<file path="src/rtl/scd_pkg.sv">
package scd_pkg;

  // Strobes from the sequencing control to the datapath
  typedef struct packed {
    logic load;  // start a new period with the field values
    logic step;  // advance the period counter
  } seq_ctrl_t;

endpackage

</file>
<file path="src/rtl/scd_encode.sv">
// Maps field values to cycle counts for the selected encoding.
module scd_encode #(
  parameter int DIV_W     = 4,
  parameter bit ONE_BASED = 1'b0
) (
  input  logic [DIV_W-1:0] divVal,
  input  logic [DIV_W-1:0] highVal,
  output logic [DIV_W:0]   periodLen,
  output logic [DIV_W:0]   highLen
);

  localparam int CW = DIV_W + 1;

  generate
    if (ONE_BASED) begin : g_one
      assign periodLen = {1'b0, divVal};
      assign highLen   = {1'b0, highVal};
    end else begin : g_zero
      assign periodLen = {1'b0, divVal} + CW'(1);
      assign highLen   = {1'b0, highVal} + CW'(1);
    end
  endgenerate

endmodule

</file>
<file path="src/rtl/scd_ctrl.sv">
// Field registers and period-boundary sequencing.
module scd_ctrl
  import scd_pkg::*;
#(
  parameter int DIV_W = 4
) (
  input  logic             clk,
  input  logic             rst,
  input  logic             wrDiv,
  input  logic             wrHigh,
  input  logic [DIV_W-1:0] wrData,
  input  logic             running,
  input  logic             atLast,
  output logic [DIV_W-1:0] divField,
  output logic [DIV_W-1:0] highField,
  output seq_ctrl_t        ctrl
);

  always_ff @(posedge clk) begin
    if (rst) begin
      divField  <= '0;
      highField <= '0;
    end else begin
      if (wrDiv)  divField  <= wrData;
      if (wrHigh) highField <= wrData;
    end
  end

  // A running output reloads only on its last cycle; a stopped one
  // restarts as soon as the divide field is nonzero.
  always_comb begin
    ctrl.load = running ? atLast : (divField != '0);
    ctrl.step = running && !atLast;
  end


  div_write_chk: assert property (@(posedge clk) disable iff (rst)
    wrDiv |=> (divField == $past(wrData)));


  high_write_chk: assert property (@(posedge clk) disable iff (rst)
    wrHigh |=> (highField == $past(wrData)));


  div_hold_chk: assert property (@(posedge clk) disable iff (rst)
    !wrDiv |=> $stable(divField));

endmodule

</file>
<file path="src/rtl/scd_datapath.sv">
// Active settings, period counter and registered output.
module scd_datapath
  import scd_pkg::*;
#(
  parameter int DIV_W     = 4,
  parameter bit ONE_BASED = 1'b0
) (
  input  logic             clk,
  input  logic             rst,
  input  seq_ctrl_t        ctrl,
  input  logic [DIV_W-1:0] divField,
  input  logic [DIV_W-1:0] highField,
  output logic             running,
  output logic             atLast,
  output logic             clkOut
);

  localparam int CW = DIV_W + 1;

  logic [DIV_W-1:0] divAct, highAct, nDiv, nHigh;
  logic [CW-1:0]    cnt, nCnt;
  logic [CW-1:0]    actLen, actOn, nxtLen, nxtOn;
  logic             outQ;

  scd_encode #(.DIV_W(DIV_W), .ONE_BASED(ONE_BASED)) encAct_i (
    .divVal(divAct), .highVal(highAct), .periodLen(actLen), .highLen(actOn)
  );

  scd_encode #(.DIV_W(DIV_W), .ONE_BASED(ONE_BASED)) encNxt_i (
    .divVal(nDiv), .highVal(nHigh), .periodLen(nxtLen), .highLen(nxtOn)
  );

  assign running = (divAct != '0);
  assign atLast  = (cnt == actLen - CW'(1));

  always_comb begin
    nDiv  = divAct;
    nHigh = highAct;
    nCnt  = cnt;
    if (ctrl.load) begin
      nDiv  = divField;
      nHigh = highField;
      nCnt  = '0;
    end else if (ctrl.step) begin
      nCnt = cnt + CW'(1);
    end
  end

  always_ff @(posedge clk) begin
    if (rst) begin
      divAct  <= '0;
      highAct <= '0;
      cnt     <= '0;
      outQ    <= 1'b0;
    end else begin
      divAct  <= nDiv;
      highAct <= nHigh;
      cnt     <= nCnt;
      outQ    <= (nDiv != '0) && (nCnt < nxtOn);
    end
  end

  assign clkOut = outQ;

  // nxtLen is only observed by the range check below
  logic lenOk;
  assign lenOk = (nCnt < nxtLen) || (nDiv == '0);


  cnt_range_chk: assert property (@(posedge clk) disable iff (rst)
    running |-> (cnt < actLen));


  next_range_chk: assert property (@(posedge clk) disable iff (rst)
    lenOk);


  gated_low_chk: assert property (@(posedge clk) disable iff (rst)
    (!running && divField == '0) |=> !clkOut);


  mid_period_hold_chk: assert property (@(posedge clk) disable iff (rst)
    (running && !atLast) |=> ($stable(divAct) && $stable(highAct)));


  restart_chk: assert property (@(posedge clk) disable iff (rst)
    (!running && divField != '0) |=> (running && cnt == '0));


  full_high_chk: assert property (@(posedge clk) disable iff (rst)
    (running && actOn >= actLen) |-> clkOut);

endmodule

</file>
<file path="src/rtl/sample_clk_div.sv">
module sample_clk_div
  import scd_pkg::*;
#(
  parameter int DIV_W     = 4,
  parameter bit ONE_BASED = 1'b0
) (
  input  logic             clk,
  input  logic             rst,
  input  logic             wrDiv,
  input  logic             wrHigh,
  input  logic [DIV_W-1:0] wrData,
  output logic             clkOut
);

  seq_ctrl_t        ctrl;
  logic [DIV_W-1:0] divField, highField;
  logic             running, atLast;

  scd_ctrl #(.DIV_W(DIV_W)) ctrl_i (
    .clk(clk), .rst(rst), .wrDiv(wrDiv), .wrHigh(wrHigh), .wrData(wrData),
    .running(running), .atLast(atLast),
    .divField(divField), .highField(highField), .ctrl(ctrl)
  );

  scd_datapath #(.DIV_W(DIV_W), .ONE_BASED(ONE_BASED)) dp_i (
    .clk(clk), .rst(rst), .ctrl(ctrl),
    .divField(divField), .highField(highField),
    .running(running), .atLast(atLast), .clkOut(clkOut)
  );

endmodule

</file>
<file path="config.mk">
export PLATFORM = sky130hd
export DESIGN_NAME = sample_clk_div
export DESIGN_NICKNAME = d
export VERILOG_FILES = /design/src/rtl/scd_pkg.sv /design/src/rtl/scd_encode.sv /design/src/rtl/scd_ctrl.sv /design/src/rtl/scd_datapath.sv /design/src/rtl/sample_clk_div.sv
export SDC_FILE = /design/constraint.sdc
export NUM_CORES = 1
export LEC_CHECK = 0
export ABC_CLOCK_PERIOD_IN_PS = 4650
export BUFFER_PORTS_ARGS = -buffer_cell sky130_fd_sc_hd__buf_2
export CAP_MARGIN = 20
export CORE_ASPECT_RATIO = 0.8
export CORE_UTILIZATION = 45
export DETAILED_ROUTE_END_ITERATION = 10
export HOLD_SLACK_MARGIN = 0.03
export PLACE_DENSITY = 0.63
export SYNTH_ARGS = -nofsm -noshare
export SYNTH_HDL_FRONTEND = slang
export SYNTH_HIERARCHICAL = 1
export SYNTH_SLANG_ARGS = --single-unit
</file>
<file path="constraint.sdc">
create_clock -name clk -period 4.65 [get_ports clk]
set_input_delay 0.93 -clock clk [delete_from_list [all_inputs] [get_ports clk]]
set_output_delay 0.93 -clock clk [all_outputs]
set_load 0.02 [all_outputs]
</file>
==> flow_metrics.env, run 1 <==
export IMPL_crit_path_cell_trace="ha_1, inv_1, ha_1, nor2b_1, or3_1, a311oi_1, nor2b_1, a21oi_1, buf_4, mux2_1, ha_1, xor2_1, inv_1, ha_1, nand2_1, o2111ai_1, a211oi_1"
export IMPL_arrival_ns=4.17
export IMPL_drc=0
export IMPL_syn_avg_cell_area_um2=9.365
export IMPL_fin_cells=174
export IMPL_setup_viol=0
export IMPL_core_area_mm2=0.002502
export IMPL_htreeDepth=1
export IMPL_worstMarginPinSlew_ns=0.5082
export IMPL_maxSlewHeadroom=0.6605
export IMPL_die_y_um=48.52
export IMPL_hold_path_class="flip-flop to flip-flop"
export IMPL_vdd_drop_max_uv=162.6
export IMPL_root_buffer="clkbuf_4"
export IMPL_grt_pass1_wl_mm=3.767
export IMPL_clk_pin_slew_worst_paths_ns=0.12
export IMPL_dr_first_iter_drc_count=65
export IMPL_worstSkewPairLatency_ns=0.31
export IMPL_postRouteAntennaNets=0
export IMPL_required_ns=4.88
export IMPL_drive_above_1_share=0.1594
export IMPL_r2r_start="dp_i/divAct[0]"
export IMPL_cts_setup_buffers=0
export IMPL_detail_route_vias_per_cell=5.103
export IMPL_cellPowerDensity_mw_per_mm2=323.5
export IMPL_initial_utilization=0.4865
export IMPL_io_pins=9
export IMPL_hold_buffers=0
export IMPL_synth_fp_nets=146
export IMPL_cp_max_fo=14
export IMPL_fin_crit_sh=0.8468
export IMPL_firstDrtPassIters=4
export IMPL_r2r_slack_ns=0.71
export IMPL_antenna_found_initial=0
export IMPL_p_leak_nw=0.5931
export IMPL_place_inst=170
export IMPL_synth_cells=130
export IMPL_grt_max_degree=23
export IMPL_hold_slack_ns=0.5153
export IMPL_area_delta_synth_final_pct=8.736
export IMPL_fin_worst_skew_ns=0.001504
export IMPL_startpoint_type="flip-flop"
export IMPL_hold_depth=2
export IMPL_place_congestion=0.8596
export IMPL_cts_sinks=22
export IMPL_tritoncts="yes"
export IMPL_drv_cap=0
export IMPL_max_freq_mhz=253.9
export IMPL_period_needed_ns=3.938
export IMPL_slowest_stage="mux2_1"
export IMPL_dp_hpwl_mm=1.636
export IMPL_cts_buffer_depth=2
export IMPL_min_to="ctrl_i/highField[0]"
export IMPL_nets=155
export IMPL_worst_setup_path_type="flip-flop to flip-flop"
export IMPL_cts_buffers=3
export IMPL_critPathMaxStageDelay_ns=0.40
export IMPL_crit_path_frequent_cell="ha_1"
export IMPL_slew_viol_final=0
export IMPL_wl_per_cell_um=11.99
export IMPL_totalNegativeSetupSlack_ns=0
export IMPL_r2r_end="dp_i/clkOut"
export IMPL_hold_violations=0
export IMPL_status="finished clean"
export IMPL_end_kind="flip-flop"
export IMPL_grtUsageTotal=0.1681
export IMPL_antenna_cells_inserted=0
export IMPL_cts_repair_resize_count=0
export IMPL_nFillCells=237
export IMPL_dieArea_mm2=0.002918
export IMPL_grt_pass1_vias=873
export IMPL_port_buffers=8
export IMPL_num_rows=16
export IMPL_wl_mm=2.086
export IMPL_overflow=0
export IMPL_ys_warn_count=6
export IMPL_synth_cell_area_mm2=0.001217
export IMPL_die_w_um=60.15
export IMPL_rsz0062_at_grt="no"
export IMPL_rr_worst_depth=17
export IMPL_min_from="ctrl_i/highField[0]"
export IMPL_vias=888
## routing by layer
layer | vias to the layer above | wire length (um) | GRT usage
met3 | 4 | 52 | 0.04813
met2 | 6 | 880 | 0.2436
li1 | 463 | - | -
met1 | 415 | 1129 | 0.2397
met4 | 0 | 23 | 0.04651
met5 | - | 0 | 0
## metrics by stage
stage / util / worst slack, ns / instance area, um2 / power [W]
floorplan: - / 1.064 / 1217 / 0.0003029
global placement: 0.5145 / 0.8318 / 1287 / 0.0003264
detailed placement: 0.5145 / 0.7370 / 1287 / 0.0003289
CTS: 0.5290 / 0.6895 / 1324 / 0.0004331
global route: 0.5290 / 0.3506 / 1324 / 0.0004568
finish: 0.5290 / 0.7122 / 1324 / 0.0004282
## worst max path at each step
stage | cells past startpoint | start | endpoint
3_3_place_gp | 17 | dp_i/divAct[0] | dp_i/clkOut
5_1_grt | 17 | dp_i/divAct[0] | dp_i/clkOut
3_5_place_dp | 17 | dp_i/divAct[0] | dp_i/clkOut
4_1_cts | 17 | dp_i/divAct[0] | dp_i/clkOut
2_1_floorplan | 16 | dp_i/divAct[0] | dp_i/clkOut
6_report | 17 | dp_i/divAct[0] | dp_i/clkOut
## worst max-delay path: cells and delay by family (launching register included)
family	cells	cell delay, ns
AO/OA/AOI/OAI	4	0.83
AND/OR/NAND/NOR	4	0.73
XOR/XNOR	1	0.16
multiplexers	1	0.40
buffers and inverters	3	0.34
flip-flops	1	0.37
adder cells (fa/ha/maj)	4	1.03
## state kept, by name, indices dropped and copies added (netlist names)
register and cells:
dp_i/clkOut 1, ctrl_i/highField 4, dp_i/highAct 4, dp_i/divAct 4
dp_i/cnt 5, ctrl_i/divField 4
## area by class of cell
type	instances	area [um2]	area share
repair buffers	10	55.05	0.04159
well taps	36	45.04	0.03403
flip-flops and latches	22	440.4	0.3327
inverters	9	33.78	0.02552
clock buffers	4	36.28	0.02741
multi-input cells	93	713.2	0.5388
## placed cells by master (no fill, tap or decap), drive strengths merged
cell type / n
dfxtp: 22
nor2: 13
nor2b: 11
buf: 10
mux2i: 9
inv: 9
ha: 8
mux2: 8
nor3: 7
xor2: 7
xnor2: 6
clkbuf: 4
nand2: 3
a21oi: 2
nand4: 2
o21ai: 2
and3: 2
nand3: 2
or4: 1
and3b: 1
or3: 1
and4bb: 1
o211ai: 1
a311oi: 1
o2111ai: 1
a211o: 1
or4b: 1
o22ai: 1
a211oi: 1
## report_power, final
group          switching [W]  leakage, nW  internal, W  total, W
clock network      0.0000564       0.0210    0.0000478  0.000104
logic              0.0000602        0.392    0.0000553  0.000115
registers         0.00000814        0.180     0.000200  0.000209
Note: power is estimated with default switching activity, not from simulation.
==> run 2: changes to the inputs <==
Settings changed: ABC_CLOCK_PERIOD_IN_PS 4650 to 3200, PLACE_DENSITY 0.63 to 0.66.
Clock period 4.65 ns to 3.2 ns, I/O delays scaled along.
==> flow_metrics.env, run 2 (synthesis results as in run 1) <==
export IMPL_status="finished, violations left"
export IMPL_violations="setup timing"
export IMPL_antenna_found_initial=0
export IMPL_intPower_w=0.0005481
export IMPL_dr_first_iter_drc_count=57
export IMPL_power_total_w=0.0007652
export IMPL_nets=166
export IMPL_clock_power_share=0.279
export IMPL_cts_buffer_depth=2
export IMPL_switching_share=0.2837
export IMPL_setup_viol=1
export IMPL_r2r_slack_ns=-0.17
export IMPL_crit_path_frequent_cell="ha_4"
export IMPL_final_common_cell="dfxtp_1"
export IMPL_postRouteAntennaNets=0
export IMPL_antenna_cells_inserted=0
export IMPL_grt_max_degree=23
export IMPL_detail_route_vias_per_cell=5.086
export IMPL_drive_above_1_share=0.3960
export IMPL_r2r_start="dp_i/divAct[1]"
export IMPL_layout_common_cells="20 x dfxtp_1, 13 x nor2_1, 10 x buf_4, 9 x mux2i_1"
export IMPL_hold_path_class="flip-flop to flip-flop"
export IMPL_startpoint_type="flip-flop"
export IMPL_rr_worst_depth=16
export IMPL_min_to="ctrl_i/highField[3]"
export IMPL_fin_worst_skew_ns=0.007891
export IMPL_p_seq_frac=0.398
export IMPL_r2r_end="dp_i/clkOut"
export IMPL_port_buffers=8
export IMPL_place_congestion=0.7142
export IMPL_top_register="dp_i/cnt"
export IMPL_crit_path_cell_trace="ha_4, inv_2, ha_4, nor2b_4, or3_4, a311oi_2, nor2b_2, a21oi_2, buf_6, mux2_4, ha_4, and3_4, inv_2, ha_4, a211o_1, a211oi_2"
export IMPL_rsz0062_at_grt="yes"
export IMPL_io_pins=9
export IMPL_area_delta_synth_final_pct=29.81
export IMPL_min_from="ctrl_i/highField[3]"
export IMPL_wl_per_cell_um=13.47
export IMPL_die_y_um=48.52
export IMPL_vdd_drop_max_uv=325.4
export IMPL_overflow=0
export IMPL_worstSkewPairLatency_ns=0.31
export IMPL_drv_cap=0
export IMPL_cts_buffers=3
export IMPL_wl_mm=2.492
export IMPL_cellPowerDensity_mw_per_mm2=484.2
export IMPL_required_ns=3.43
export IMPL_switching_power_w=0.0002171
export IMPL_pwr_share_comb=0.323
export IMPL_hold_violations=0
export IMPL_period_needed_ns=3.373
export IMPL_fin_crit_sh=1.054
export IMPL_arrival_ns=3.61
export IMPL_grtUsageTotal=0.2022
export IMPL_grt_pass1_wl_mm=4.450
export IMPL_tritoncts="yes"
export IMPL_maxSlewHeadroom=0.7379
export IMPL_drc=0
export IMPL_slowest_stage="dfxtp_2"
export IMPL_critPathMaxStageDelay_ns=0.36
export IMPL_root_buffer="clkbuf_4"
export IMPL_grt_pass1_vias=981
export IMPL_hold_depth=2
export IMPL_dieArea_mm2=0.002918
export IMPL_dp_hpwl_mm=1.788
export IMPL_htreeDepth=1
export IMPL_worstMarginPinSlew_ns=0.3932
export IMPL_end_kind="flip-flop"
export IMPL_cts_sinks=22
export IMPL_hold_slack_ns=0.5352
export IMPL_slew_viol_final=0
export IMPL_largest_reg_flops=5
export IMPL_max_freq_mhz=296.5
export IMPL_firstDrtPassIters=4
export IMPL_num_rows=16
export IMPL_vias=941
export IMPL_clk_pin_slew_worst_paths_ns=0.13
export IMPL_p_leak_nw=0.6639
export IMPL_setup_slack_ns=-0.1731
export IMPL_core_area_mm2=0.002502
export IMPL_hold_buffers=0
export IMPL_initial_utilization=0.4865
export IMPL_worst_setup_path_type="flip-flop to flip-flop"
export IMPL_cp_max_fo=5
export IMPL_die_w_um=60.15
run 2: what timing repair did:
action | 4_1_cts | 5_1_grt
pin swaps | 12 | 2
buffers inserted | 3 | 0
setup endpoints to repair | 1 | 1
resized for setup | 17 | 2
run 2: cell type report:
class,count,area [um2]
Tap cell,36,45.04
Sequential cell,22,442.9
Inverter,9,33.78
Clock inverter,1,30.03
Multi-Input combinational cell,93,857.1
Fill cell,209,922.1
Timing Repair Buffer,21,148.9
Clock buffer,3,22.52
run 2: power by group through the flow:
stage,clock [W],sequential (W),combinational [W]
5_1_grt,0.000233,0.000308,0.000271
3_3_place_gp,0,0.000310,0.000201
2_1_floorplan,0,0.000311,0.000150
6_report,0.000213,0.000305,0.000247
4_1_cts,0.000218,0.000305,0.000244
3_5_place_dp,0,0.000310,0.000207
run 2: metal layers:
layer	vias up	GRT usage	wire (um)
li1	483	-	-
met1	452	0.2878	1293
met2	4	0.3077	1142
met3	2	0.04813	41
met4	0	0.03876	14
met5	-	0	0
run 2: worst max-delay path: cells and delay by family (launching register included):
kind / cells / cell delay, ns
compound gates: 4 / 0.89
fa+ha+maj: 4 / 0.78
buf+inv: 3 / 0.25
flops: 1 / 0.36
mux: 1 / 0.32
simple gates: 4 / 0.70
run 2: worst max path at each step:
stage              startpoint          end  depth (start not counted)
6_report       dp_i/divAct[1]  dp_i/clkOut                         16
3_3_place_gp   dp_i/divAct[1]  dp_i/clkOut                         16
3_5_place_dp   dp_i/divAct[1]  dp_i/clkOut                         17
4_1_cts        dp_i/divAct[1]  dp_i/clkOut                         16
2_1_floorplan  dp_i/divAct[0]  dp_i/clkOut                         16
5_1_grt        dp_i/divAct[1]  dp_i/clkOut                         16
run 2: stage by stage:
step | cell area (um2) | utilization | worst slack, ns | setup TNS (ns) | std cells
floorplan | 1292 | - | -0.06463 | -0.06463 | 130
global placement | 1420 | 0.5675 | -0.1218 | -0.1218 | 178
detailed placement | 1420 | 0.5675 | -0.2120 | -0.2120 | 178
CTS | 1573 | 0.6285 | -0.1575 | -0.1575 | 185
global route | 1580 | 0.6315 | -0.3045 | -0.3045 | 185
finish | 1580 | 0.6315 | -0.1731 | -0.1731 | 185
